[src/rtl/vpt_pkg.sv]
// Shared types and constants for the variable-page translation checker.
// Assumes a 32-bit virtual space, 1 KB minimum page and 29-bit physical space.
package vpt_pkg;
    localparam int VA_W   = 32;
    localparam int ASID_W = 8;
    localparam int VPN_W  = 22;
    localparam int PPN_W  = 19;
    localparam int CODE_W = 12;

    typedef enum logic [1:0] {
        ACC_READ  = 2'b00,
        ACC_WRITE = 2'b01,
        ACC_FETCH = 2'b10,
        ACC_RSVD  = 2'b11
    } acc_e;

    typedef struct packed {
        logic              vld;
        logic              shr;
        logic [ASID_W-1:0] asid;
        logic [VPN_W-1:0]  vpn;
        logic [PPN_W-1:0]  ppn;
        logic [1:0]        sz;
        logic [1:0]        prot;
        logic              dirty;
    } tlb_ent_t;

    localparam logic [CODE_W-1:0] EX_NONE     = 12'h000;
    localparam logic [CODE_W-1:0] EX_MISS_RD  = 12'h040;
    localparam logic [CODE_W-1:0] EX_MISS_WR  = 12'h060;
    localparam logic [CODE_W-1:0] EX_FIRST_WR = 12'h080;
    localparam logic [CODE_W-1:0] EX_PROT_RD  = 12'h0A0;
    localparam logic [CODE_W-1:0] EX_PROT_WR  = 12'h0C0;
    localparam logic [CODE_W-1:0] EX_AERR_RD  = 12'h0E0;
    localparam logic [CODE_W-1:0] EX_AERR_WR  = 12'h100;
    localparam logic [CODE_W-1:0] EX_MULTI    = 12'h140;

    // Ones in the page-offset bits for a size code
    function automatic logic [VA_W-1:0] page_mask(input logic [1:0] sz);
        case (sz)
            2'b00:   page_mask = 32'h0000_03FF;
            2'b01:   page_mask = 32'h0000_0FFF;
            2'b10:   page_mask = 32'h0000_FFFF;
            default: page_mask = 32'h000F_FFFF;
        endcase
    endfunction
endpackage

[src/rtl/vpt_table.sv]
// Entry storage: N_ENT registers, one whole entry written per cycle.
// Assumes wr_idx < N_ENT; reset clears every entry (valid bit low).
module vpt_table
    import vpt_pkg::*;
#(
    parameter int N_ENT = 8,
    localparam int IDX_W = $clog2(N_ENT)
) (
    input  logic                 clk,
    input  logic                 rst_n,
    input  logic                 wr_en,
    input  logic [IDX_W-1:0]     wr_idx,
    input  tlb_ent_t             wr_ent,
    output tlb_ent_t [N_ENT-1:0] ents
);
    for (genvar gi = 0; gi < N_ENT; gi++) begin : g_ent
        // Hold entry gi; load it when addressed
        always_ff @(posedge clk) begin
            if (!rst_n) begin
                ents[gi] <= '0;
            end else if (wr_en && (wr_idx == IDX_W'(gi))) begin
                ents[gi] <= wr_ent;
            end
        end
    end
endmodule

[src/rtl/vpt_match.sv]
// Associative search: per-entry hit against the page range, hit count
// reduced to any/multiple, and an AND-OR select of the hitting entry.
// Assumes the selected fields are only meaningful when exactly one hits.
module vpt_match
    import vpt_pkg::*;
#(
    parameter int N_ENT = 8
) (
    input  tlb_ent_t [N_ENT-1:0] ents,
    input  logic [VA_W-1:0]      vaddr,
    input  logic [ASID_W-1:0]    cur_asid,
    input  logic                 chk_asid,
    output logic                 hit_any,
    output logic                 hit_multi,
    output logic [PPN_W-1:0]     sel_ppn,
    output logic [1:0]           sel_sz,
    output logic [1:0]           sel_prot,
    output logic                 sel_dirty
);
    logic [N_ENT-1:0] hit;

    for (genvar gi = 0; gi < N_ENT; gi++) begin : g_cmp
        logic [VA_W-1:0] off_m;
        logic            in_page;
        logic            tag_ok;
        // Range test as masked equality of the page-number bits
        always_comb begin
            off_m   = page_mask(ents[gi].sz);
            in_page = ((vaddr & ~off_m) == ({ents[gi].vpn, 10'b0} & ~off_m));
            tag_ok  = !chk_asid || ents[gi].shr || (ents[gi].asid == cur_asid);
            hit[gi] = ents[gi].vld && in_page && tag_ok;
        end
    end

    // Reduce the hit vector and select the hitting entry's fields
    always_comb begin
        hit_any   = 1'b0;
        hit_multi = 1'b0;
        sel_ppn   = '0;
        sel_sz    = '0;
        sel_prot  = '0;
        sel_dirty = 1'b0;
        for (int i = 0; i < N_ENT; i++) begin
            if (hit[i]) begin
                if (hit_any) hit_multi = 1'b1;
                hit_any   = 1'b1;
                sel_ppn   = sel_ppn | ents[i].ppn;
                sel_sz    = sel_sz | ents[i].sz;
                sel_prot  = sel_prot | ents[i].prot;
                sel_dirty = sel_dirty | ents[i].dirty;
            end
        end
    end
endmodule

[src/rtl/vpt_judge.sv]
// Region decode and fault priority. Purely combinational.
// Order: fixed regions, translation off, multiple hit, miss, user
// protection, write protection, first write, success.
module vpt_judge
    import vpt_pkg::*;
(
    input  logic [VA_W-1:0]   vaddr,
    input  logic [1:0]        kind,
    input  logic              priv,
    input  logic              xlate_en,
    input  logic              hit_any,
    input  logic              hit_multi,
    input  logic [PPN_W-1:0]  sel_ppn,
    input  logic [1:0]        sel_sz,
    input  logic [1:0]        sel_prot,
    input  logic              sel_dirty,
    output logic              ok,
    output logic [CODE_W-1:0] code,
    output logic [VA_W-1:0]   paddr
);
    logic            in_fold;
    logic            in_top;
    logic            in_user_win;
    logic            is_wr;
    logic [VA_W-1:0] off_m;
    logic [VA_W-1:0] pbase;

    // Region flags and page arithmetic
    always_comb begin
        in_fold     = (vaddr[31:30] == 2'b10);
        in_top      = (vaddr[31:29] == 3'b111);
        in_user_win = (vaddr[31:26] == 6'b111000);
        is_wr       = (acc_e'(kind) == ACC_WRITE);
        off_m       = page_mask(sel_sz);
        pbase       = {3'b000, sel_ppn, 10'b0};
    end

    // Prioritised outcome
    always_comb begin
        ok    = 1'b0;
        code  = EX_NONE;
        paddr = '0;
        if (in_fold || in_top) begin
            if (!priv && !in_user_win) begin
                code = is_wr ? EX_AERR_WR : EX_AERR_RD;
            end else begin
                ok    = 1'b1;
                paddr = in_fold ? {3'b000, vaddr[28:0]} : vaddr;
            end
        end else if (!xlate_en) begin
            ok    = 1'b1;
            paddr = {3'b000, vaddr[28:0]};
        end else if (hit_multi) begin
            code = EX_MULTI;
        end else if (!hit_any) begin
            code = is_wr ? EX_MISS_WR : EX_MISS_RD;
        end else if (!priv && !sel_prot[1]) begin
            code = is_wr ? EX_PROT_WR : EX_PROT_RD;
        end else if (is_wr && !sel_prot[0]) begin
            code = EX_PROT_WR;
        end else if (is_wr && !sel_dirty) begin
            code = EX_FIRST_WR;
        end else begin
            ok    = 1'b1;
            paddr = (pbase & ~off_m) | (vaddr & off_m);
        end
    end
endmodule

[src/rtl/vpt_xlate.sv]
// Top of the translation checker. Combinational lookup with a registered
// result one cycle after acceptance. Table writes block acceptance so a
// lookup never sees a half-written table. Latches fault context.
module vpt_xlate
    import vpt_pkg::*;
#(
    parameter int N_ENT = 8,
    localparam int IDX_W = $clog2(N_ENT)
) (
    input  logic              clk,
    input  logic              rst_n,
    input  logic              xlate_en,
    input  logic              single_vs,
    input  logic [7:0]        cur_asid,
    input  logic              wr_en,
    input  logic [IDX_W-1:0]  wr_idx,
    input  logic              wr_vld,
    input  logic              wr_shr,
    input  logic [7:0]        wr_asid,
    input  logic [21:0]       wr_vpn,
    input  logic [18:0]       wr_ppn,
    input  logic [1:0]        wr_sz,
    input  logic [1:0]        wr_prot,
    input  logic              wr_dirty,
    input  logic              req_valid,
    output logic              req_ready,
    input  logic [31:0]       req_vaddr,
    input  logic [1:0]        req_kind,
    input  logic              req_priv,
    output logic              rsp_valid,
    output logic              rsp_ok,
    output logic [11:0]       rsp_code,
    output logic [31:0]       rsp_paddr,
    output logic [31:0]       tea,
    output logic [21:0]       pteh_vpn
);
    tlb_ent_t [N_ENT-1:0] ents;
    tlb_ent_t             wr_ent;
    logic                 chk_asid;
    logic                 accept;
    logic                 hit_any;
    logic                 hit_multi;
    logic [PPN_W-1:0]     sel_ppn;
    logic [1:0]           sel_sz;
    logic [1:0]           sel_prot;
    logic                 sel_dirty;
    logic                 nx_ok;
    logic [CODE_W-1:0]    nx_code;
    logic [VA_W-1:0]      nx_paddr;

    // Pack the write-port fields and derive the handshake and tag rule
    always_comb begin
        wr_ent    = '{vld: wr_vld, shr: wr_shr, asid: wr_asid, vpn: wr_vpn,
                      ppn: wr_ppn, sz: wr_sz, prot: wr_prot, dirty: wr_dirty};
        req_ready = !wr_en;
        accept    = req_valid && req_ready;
        chk_asid  = !(single_vs && req_priv);
    end

    vpt_table #(.N_ENT(N_ENT)) u_table (
        .clk    (clk),
        .rst_n  (rst_n),
        .wr_en  (wr_en),
        .wr_idx (wr_idx),
        .wr_ent (wr_ent),
        .ents   (ents)
    );

    vpt_match #(.N_ENT(N_ENT)) u_match (
        .ents      (ents),
        .vaddr     (req_vaddr),
        .cur_asid  (cur_asid),
        .chk_asid  (chk_asid),
        .hit_any   (hit_any),
        .hit_multi (hit_multi),
        .sel_ppn   (sel_ppn),
        .sel_sz    (sel_sz),
        .sel_prot  (sel_prot),
        .sel_dirty (sel_dirty)
    );

    vpt_judge u_judge (
        .vaddr     (req_vaddr),
        .kind      (req_kind),
        .priv      (req_priv),
        .xlate_en  (xlate_en),
        .hit_any   (hit_any),
        .hit_multi (hit_multi),
        .sel_ppn   (sel_ppn),
        .sel_sz    (sel_sz),
        .sel_prot  (sel_prot),
        .sel_dirty (sel_dirty),
        .ok        (nx_ok),
        .code      (nx_code),
        .paddr     (nx_paddr)
    );

    // Register the result and the fault context
    always_ff @(posedge clk) begin
        if (!rst_n) begin
            rsp_valid <= 1'b0;
            rsp_ok    <= 1'b0;
            rsp_code  <= '0;
            rsp_paddr <= '0;
            tea       <= '0;
            pteh_vpn  <= '0;
        end else begin
            rsp_valid <= accept;
            if (accept) begin
                rsp_ok    <= nx_ok;
                rsp_code  <= nx_code;
                rsp_paddr <= nx_paddr;
                if (!nx_ok) begin
                    tea <= req_vaddr;
                    if (nx_code != EX_MULTI) pteh_vpn <= req_vaddr[31:10];
                end
            end
        end
    end
endmodule

[config.mk]
export PLATFORM = sky130hd
export DESIGN_NAME = vpt_xlate
export DESIGN_NICKNAME = d
export VERILOG_FILES = /design/src/rtl/vpt_pkg.sv /design/src/rtl/vpt_table.sv /design/src/rtl/vpt_match.sv /design/src/rtl/vpt_judge.sv /design/src/rtl/vpt_xlate.sv
export SDC_FILE = /design/constraint.sdc
export NUM_CORES = 1
export LEC_CHECK = 0
export ABC_CLOCK_PERIOD_IN_PS = 3050
export BUFFER_PORTS_ARGS = -buffer_cell sky130_fd_sc_hd__clkbuf_2
export CORE_ASPECT_RATIO = 1.5
export CORE_MARGIN = 2
export CORE_UTILIZATION = 54
export DETAILED_ROUTE_END_ITERATION = 7
export PLACE_DENSITY_LB_ADDON = 0.1
export SYNTH_ARGS = -nofsm -noshare
export SYNTH_HDL_FRONTEND = slang
export SYNTH_SLANG_ARGS = --single-unit
[constraint.sdc]
create_clock -name clk -period 3.05 [get_ports clk]
set_clock_uncertainty 0.1 [all_clocks]
set_input_delay 0.4575 -clock clk [delete_from_list [all_inputs] [get_ports clk]]
set_output_delay 0.4575 -clock clk [all_outputs]
set_load 0.1 [all_outputs]
==> flow_summary.yaml, run 1 <==
placed_design:
  gp_congestion: 0.922
  place_ws_ns: -1.05
  place_area_sq_um: 26800
  hpwlAfterDp_um: 54900
  dp_cells: 3818
  io_buffers: 200
timing:
  fmax_mhz: 292
  fin_crit_ns: 3.43
  finalWorstSetupSlack_ns: -0.380
  setup_viol: 86
  slew_violations: 0
  hold_viol: 0
  rsz0062_at_grt: "yes"
  fin_crit_sh_pct: 112
  maxSlewHeadroom_pct: 49.0
  worst_slew_pin_slew_ns: 0.757
layout:
  post_route_cells_drive_above_1_share_pct: 23.0
  nets: 3429
  fin_cells: 3939
  fin_area_sq_um: 30000
  areaGrowthSynthToFinish_pct: 23.7
clocking:
  cts_inserted_buffers: 51
  clock_sinks: 540
  cts_root_buffer: "clkbuf_16"
  cts_buffer_depth: 3
  clkSlewWorstSetupHoldPaths_ns: 0.07
  cts_tree: "built"
  clock_latency_ns: 0.59
  ctsHoldBuffers: 0
  htree_levels: 2
synthesis:
  yosysMostFrequentCell: "nand2_1"
  synthTopCellsByCount: "nand2_1 (1,011), dfxtp_1 (540), a21oi_1 (528)"
  synth.area.top_cells: "dfxtp_1 (45%), nand2_1 (16%), a21oi_1 (11%)"
  synth_edf_count: 0
  ys_types: 64
  yosys_warnings: 0
  synthFlopType: "dfxtp_1"
  netlist_area_sq_um: 24200
  synth_seq_cells: 540
  async_flop_share_pct: 0
  synth_largest_area_cell: "dfxtp_1"
  synthesis.instances: 3101
  avgSynthCellArea_sq_um: 7.81
  ys_seq_area_share_pct: 44.6
  synth_top_area_share_pct: 44.6
setup_path:
  end_kind: "flop"
  cp.arrival_ns: 3.84
  crit_fanout: 6
  r2r_cells: 15
  cp-start-kind: "flop"
  worst-setup-path-type: "reg -> reg"
  crit_required_ns: 3.46
power_and_ir_drop:
  p_int_mw: 11.5
  power_mw: 15.8
  net-switching-power_mw: 4.25
  swShare_pct: 27.0
  p_comb_share_pct: 12.4
  seqPwrFrac_pct: 46.6
  vdd_drop_max_mv: 0.468
  power.density_nw_per_um2: 526
  clockPowerShare_pct: 41.0
  p_leak_nw: 10.8
grt:
  globalRoute.totalOverflow: 0
  grt_max_degree: 101
  antenna_found_initial: 4
  grtUsageTotal_pct: 35.7
  grt_pass1_vias: 22800
  grt_pass1_wl_um: 129000
floorplan:
  dieHeight_um: 263
  dieArea_sq_um: 46600
  start_util_pct: 54.3
  core_sq_um: 44600
  num_rows: 95
  die_w_um: 177
  io_pins: 209
hold_path:
  worstHoldPathCells: 3
  min_path_type: "in -> reg"
route:
  drtIter0Drc: 2175
  wl_um: 84800
  wl_per_cell_um: 21.5
  vias_per_cell: 5.88
  first_pass_iters: 7
  post-route-drc-count: 0
  ant_nets: 0
  vias: 23200
run:
  cap_violations: 0
status:
  status: "finished with violations"
  violations: "setup timing"
## cells by family after synthesis
kind of cell / synth area share, %
other: 0.0155
buffers and inverters: 6.66
AO/OA/AOI/OAI: 17.2
AND/OR/NAND/NOR: 21.9
multiplexers: 0.909
XOR/XNOR: 8.78
flip-flops: 44.6
## sequential cells by signal, summed over array words and instances, names as in the netlist
register      count
u_table.ents    448
rsp_paddr        32
tea              32
pteh_vpn         22
rsp_code          4
rsp_ok            1
rsp_valid         1
## per-layer routing
layer  vias up  wire length, um  GRT usage [%]
li1      10800                -              -
met1     11100            30900           40.9
met2      1049            41700           60.5
met3       289             6050           5.52
met4         4             6170           24.7
met5         -               25              0
## worst max-delay path: stages, from the launching register on
cell and delay [ns]:
dfxtp_2 0.34, xor2_2 0.18, nor4_2 0.08, a211oi_2 0.42
nor4b_4 0.10, buf_6 0.16, buf_4 0.14, or4_4 0.42
o41a_1 0.37, a31oi_4 0.20, nor2_1 0.06, buf_4 0.14
nor3_4 0.15, buf_12 0.17, buf_12 0.13, mux2i_1 0.19
## per-stage QoR
step                setup TNS [ns]  hold slack, ns  util [%]
finish                      -22.23          0.0362      67.2
global route                -30.33          0.0461      67.2
CTS                         -24.81          0.0218      65.8
detailed placement          -75.78           0.346      60.1
global placement            -75.72           0.340      60.1
floorplan                    -9.71           0.332         -
## cell usage in the layout (no fill, tap or decap), drive strengths merged, types with 2 or more instances in the layout
| cell type | synthesis | final |
|---|---|---|
| nand2 | 1011 | 1011 |
| dfxtp | 540 | 540 |
| a21oi | 528 | 528 |
| clkbuf | 180 | 277 |
| buf | 129 | 268 |
| xnor2 | 164 | 164 |
| xor2 | 77 | 77 |
| o21ai | 71 | 71 |
| nand3 | 62 | 62 |
| nand4 | 54 | 54 |
| a22oi | 45 | 45 |
| nor4 | 33 | 33 |
| nor2 | 25 | 25 |
| mux2i | 22 | 22 |
| a222oi | 17 | 17 |
| and4 | 13 | 13 |
| o211ai | 10 | 10 |
| inv | 9 | 10 |
| nor4b | 10 | 10 |
| a22o | 9 | 9 |
| and3 | 9 | 9 |
| conb | 1 | 8 |
| a221oi | 7 | 7 |
| a21o | 6 | 6 |
| a211oi | 6 | 6 |
| a32oi | 6 | 6 |
| clkinv | 0 | 6 |
| a31oi | 6 | 6 |
| a41oi | 6 | 6 |
| or4 | 5 | 5 |
| o41ai | 5 | 5 |
| nor3 | 5 | 5 |
| nand2b | 4 | 4 |
| bufinv | 0 | 4 |
| o22ai | 4 | 4 |
| o21bai | 3 | 3 |
| and2 | 3 | 3 |
| nor2b | 3 | 3 |
| o211a | 2 | 2 |
## path summary, 6_finish.rpt
kind	endpoint	slack, ns	startpoint
worst max-delay path	pteh_vpn[16]	-0.38	u_table.ents[220]
worst min register to register	u_table.ents[10]	0.36	u_table.ents[10]
worst max register to register	pteh_vpn[16]	-0.38	u_table.ents[220]
worst min-delay path	tea[6]	0.04	req_vaddr[6]
## layout make-up
| class | count | area (sq um) |
|---|---|---|
| fillers | 3743 | 14600 |
| multi-input cells | 2250 | 13000 |
| flip-flops and latches | 540 | 10800 |
| repair buffers | 469 | 3630 |
| clock buffers | 76 | 1490 |
| well taps | 582 | 728 |
| clock inverters | 12 | 178 |
| inverters | 9 | 41.3 |
| diodes | 1 | 2.50 |
## what timing repair did
| action | in CTS | in global routing |
|---|---|---|
| pin swaps | 34 | 65 |
| hold endpoints to repair | 0 | 0 |
| resized for setup | 152 | 118 |
| setup endpoints to repair | 88 | 88 |
| cloned | 8 | 1 |
| buffers inserted | 21 | 7 |
## power by group through the flow
stage | clock, mW | combinational [mW] | sequential, mW
floorplan | 0 | 0.933 | 7.82
global route | 6.79 | 2.05 | 7.36
detailed placement | 0 | 1.82 | 7.49
CTS | 6.51 | 1.88 | 7.34
global placement | 0 | 1.80 | 7.49
finish | 6.46 | 1.95 | 7.35
Note: power is estimated with default switching activity, not from simulation.
==> run 2: changes to the inputs <==
--- a/config.mk
+++ b/config.mk
@@ -5,13 +5,14 @@
 export SDC_FILE = /design/constraint.sdc
 export NUM_CORES = 1
 export LEC_CHECK = 0
-export ABC_CLOCK_PERIOD_IN_PS = 3050
+export ABC_CLOCK_PERIOD_IN_PS = 3980
 export BUFFER_PORTS_ARGS = -buffer_cell sky130_fd_sc_hd__clkbuf_2
 export CORE_ASPECT_RATIO = 1.5
 export CORE_MARGIN = 2
-export CORE_UTILIZATION = 54
+export CORE_UTILIZATION = 59
 export DETAILED_ROUTE_END_ITERATION = 7
 export PLACE_DENSITY_LB_ADDON = 0.1
 export SYNTH_ARGS = -nofsm -noshare
 export SYNTH_HDL_FRONTEND = slang
 export SYNTH_SLANG_ARGS = --single-unit
+export TNS_END_PERCENT = 10
==> constraint.sdc (replaced) <==
create_clock -name clk -period 3.98 [get_ports clk]
set_clock_uncertainty 0.1 [all_clocks]
set_input_delay 0.597 -clock clk [delete_from_list [all_inputs] [get_ports clk]]
set_output_delay 0.597 -clock clk [all_outputs]
set_load 0.1 [all_outputs]
==> run 2 against run 1 <==
The flow now finishes without violations. Register-to-register slack improved by 0.60 ns. Critical path depth down 2. Critical endpoint is now pteh_vpn[17]. First-iteration DRC count up 13%. Core utilization up 0.94 points. Sequential power fell by 24%. Sequential share of layout area up 3.1 points. Combinational power down 31%. Global-route usage is 1.0 points higher. Clock power down 20%.
==> flow_summary.yaml, run 2 (synthesis gave the netlist of run 1 again) <==
floorplan:
  start_util_pct: 60.1
  core_sq_um: 40300
  num_rows: 90
  dieArea_sq_um: 42700
  io_pins: 209
  die_w_um: 169
  dieHeight_um: 252
timing:
  slew_violations: 0
  worst_slew_pin_slew_ns: 0.924
  hold_ws_ns: 0.170
  hold_viol: 0
  maxSlewHeadroom_pct: 38.3
  rsz0062_at_grt: "no"
  fin_crit_ns: 3.76
  setup_viol: 0
  fin_crit_sh_pct: 94.5
  fmax_mhz: 266
route:
  vias: 22800
  post-route-drc-count: 0
  wl_um: 80300
  ant_nets: 0
  vias_per_cell: 6.08
  wl_per_cell_um: 21.4
  drtIter0Drc: 2455
  first_pass_iters: 7
layout:
  largest_registers: "u_table.ents x448, rsp_paddr x32, tea x32"
  post_route_cells_drive_above_1_share_pct: 14.5
  fin_cells: 3750
  nets: 3307
  largest_register_ffs: 448
  regMostFlops: "u_table.ents"
  mostFrequentLayoutCell: "nand2_1"
  layout.cells.most_common_list: "nand2_1 (1,008), dfxtp_1 (540), a21oi_1 (528)"
  areaGrowthSynthToFinish_pct: 13.4
placed_design:
  io_buffers: 200
  dp_cells: 3653
  hpwlAfterDp_um: 53000
  gp_congestion: 0.961
clocking:
  cts_resized: 0
  cts_inserted_buffers: 50
  cts_setup_buffers: 0
  ctsHoldBuffers: 0
  clkSlewWorstSetupHoldPaths_ns: 0.06
  clock_latency_ns: 0.59
  cts_root_buffer: "clkbuf_16"
  cts_tree: "built"
  htree_levels: 2
  cts_buffer_depth: 3
  clock_sinks: 540
run:
  cap_violations: 0
grt:
  grtUsageTotal_pct: 36.7
  antenna_found_initial: 3
  globalRoute.totalOverflow: 0
  grt_pass1_vias: 21900
  grt_max_degree: 111
  grt_pass1_wl_um: 122000
power_and_ir_drop:
  p_comb_share_pct: 11.1
  net-switching-power_mw: 3.20
  seqPwrFrac_pct: 46.5
  power.density_nw_per_um2: 441
  swShare_pct: 26.4
  p_int_mw: 8.91
  p_leak_nw: 9.82
  clockPowerShare_pct: 42.4
  vdd_drop_max_mv: 0.377
  power_mw: 12.1
setup_path:
  crit_required_ns: 4.38
  cp-start-kind: "flop"
  worst-setup-path-type: "reg -> reg"
  end_kind: "flop"
  cp.arrival_ns: 4.16
  crit_fanout: 22
hold_path:
  min_path_type: "in -> reg"
status:
  status: "complete, no violations"
[run 2: changes by cell type in the layout (fill, tap and decap cells not counted), moves of 21 or more]
| cell | before | now |
|---|---|---|
| a21oi_1 | 505 | 528 |
| a21oi_2 | 21 | 0 |
| buf_4 | 216 | 134 |
| dfxtp_1 | 512 | 540 |
| dfxtp_2 | 28 | 0 |
| nor4_1 | 7 | 28 |
| o21ai_0 | 28 | 68 |
| o21ai_2 | 27 | 1 |
| xnor2_1 | 141 | 162 |
| xnor2_2 | 23 | 2 |
[run 2: layout make-up]
cell class                      count  area (sq um)
Inverter                            9          41.3
Antenna cell                        3          7.51
Sequential cell                   540         10800
Tap cell                          506           633
Multi-Input combinational cell   2250         11900
Timing Repair Buffer              348          2290
Clock inverter                     14           198
Fill cell                        3494         12800
Clock buffer                       80          1570
[run 2: final timing paths]
kind,from,end,slack (ns),cells past startpoint
worst min register to register,u_table.ents[343],u_table.ents[343],0.35,2
worst min-delay path,req_vaddr[9],tea[9],0.17,3
worst max-delay path,u_table.ents[276],pteh_vpn[17],0.22,13
worst max register to register,u_table.ents[276],pteh_vpn[17],0.22,13
[run 2: critical path, stage by stage, from the launching register on]
cell      delay (ns)
dfxtp_1         0.35
xor2_1          0.23
nor4_1          0.15
a211oi_2        0.54
nor4b_4         0.09
buf_4           0.19
buf_4           0.17
or4_1           0.51
o41a_1          0.32
a31oi_1         0.23
nor2_1          0.14
nor3_4          0.20
buf_12          0.22
mux2i_1         0.22
[run 2: metrics by stage]
stage	setup TNS, ns	worst slack [ns]	instance area, sq um	utilization [%]
floorplan	0	0.513	24200	-
global placement	-0.000703	-0.000703	25700	63.7
detailed placement	-1.52	-0.112	25700	63.7
CTS	0	0.254	27500	68.1
global route	0	0.0267	27500	68.1
finish	0	0.219	27500	68.1
[run 2: per-layer routing]
layer / GRT usage, % / part of all wire, % / vias up
met5: 0 / 0.014 / -
li1: - / - / 10500
met4: 24.0 / 7.1 / 2
met3: 6.23 / 8.5 / 306
met2: 61.8 / 48 / 1136
met1: 43.0 / 37 / 10800
[run 2: power groups by stage]
stage               clock, mW  sequential, mW  combinational, mW
finish                   5.14            5.62               1.35
global route             5.36            5.63               1.42
CTS                      5.17            5.62               1.33
detailed placement          0            5.74               1.32
global placement            0            5.74               1.30
floorplan                   0            6.00              0.707
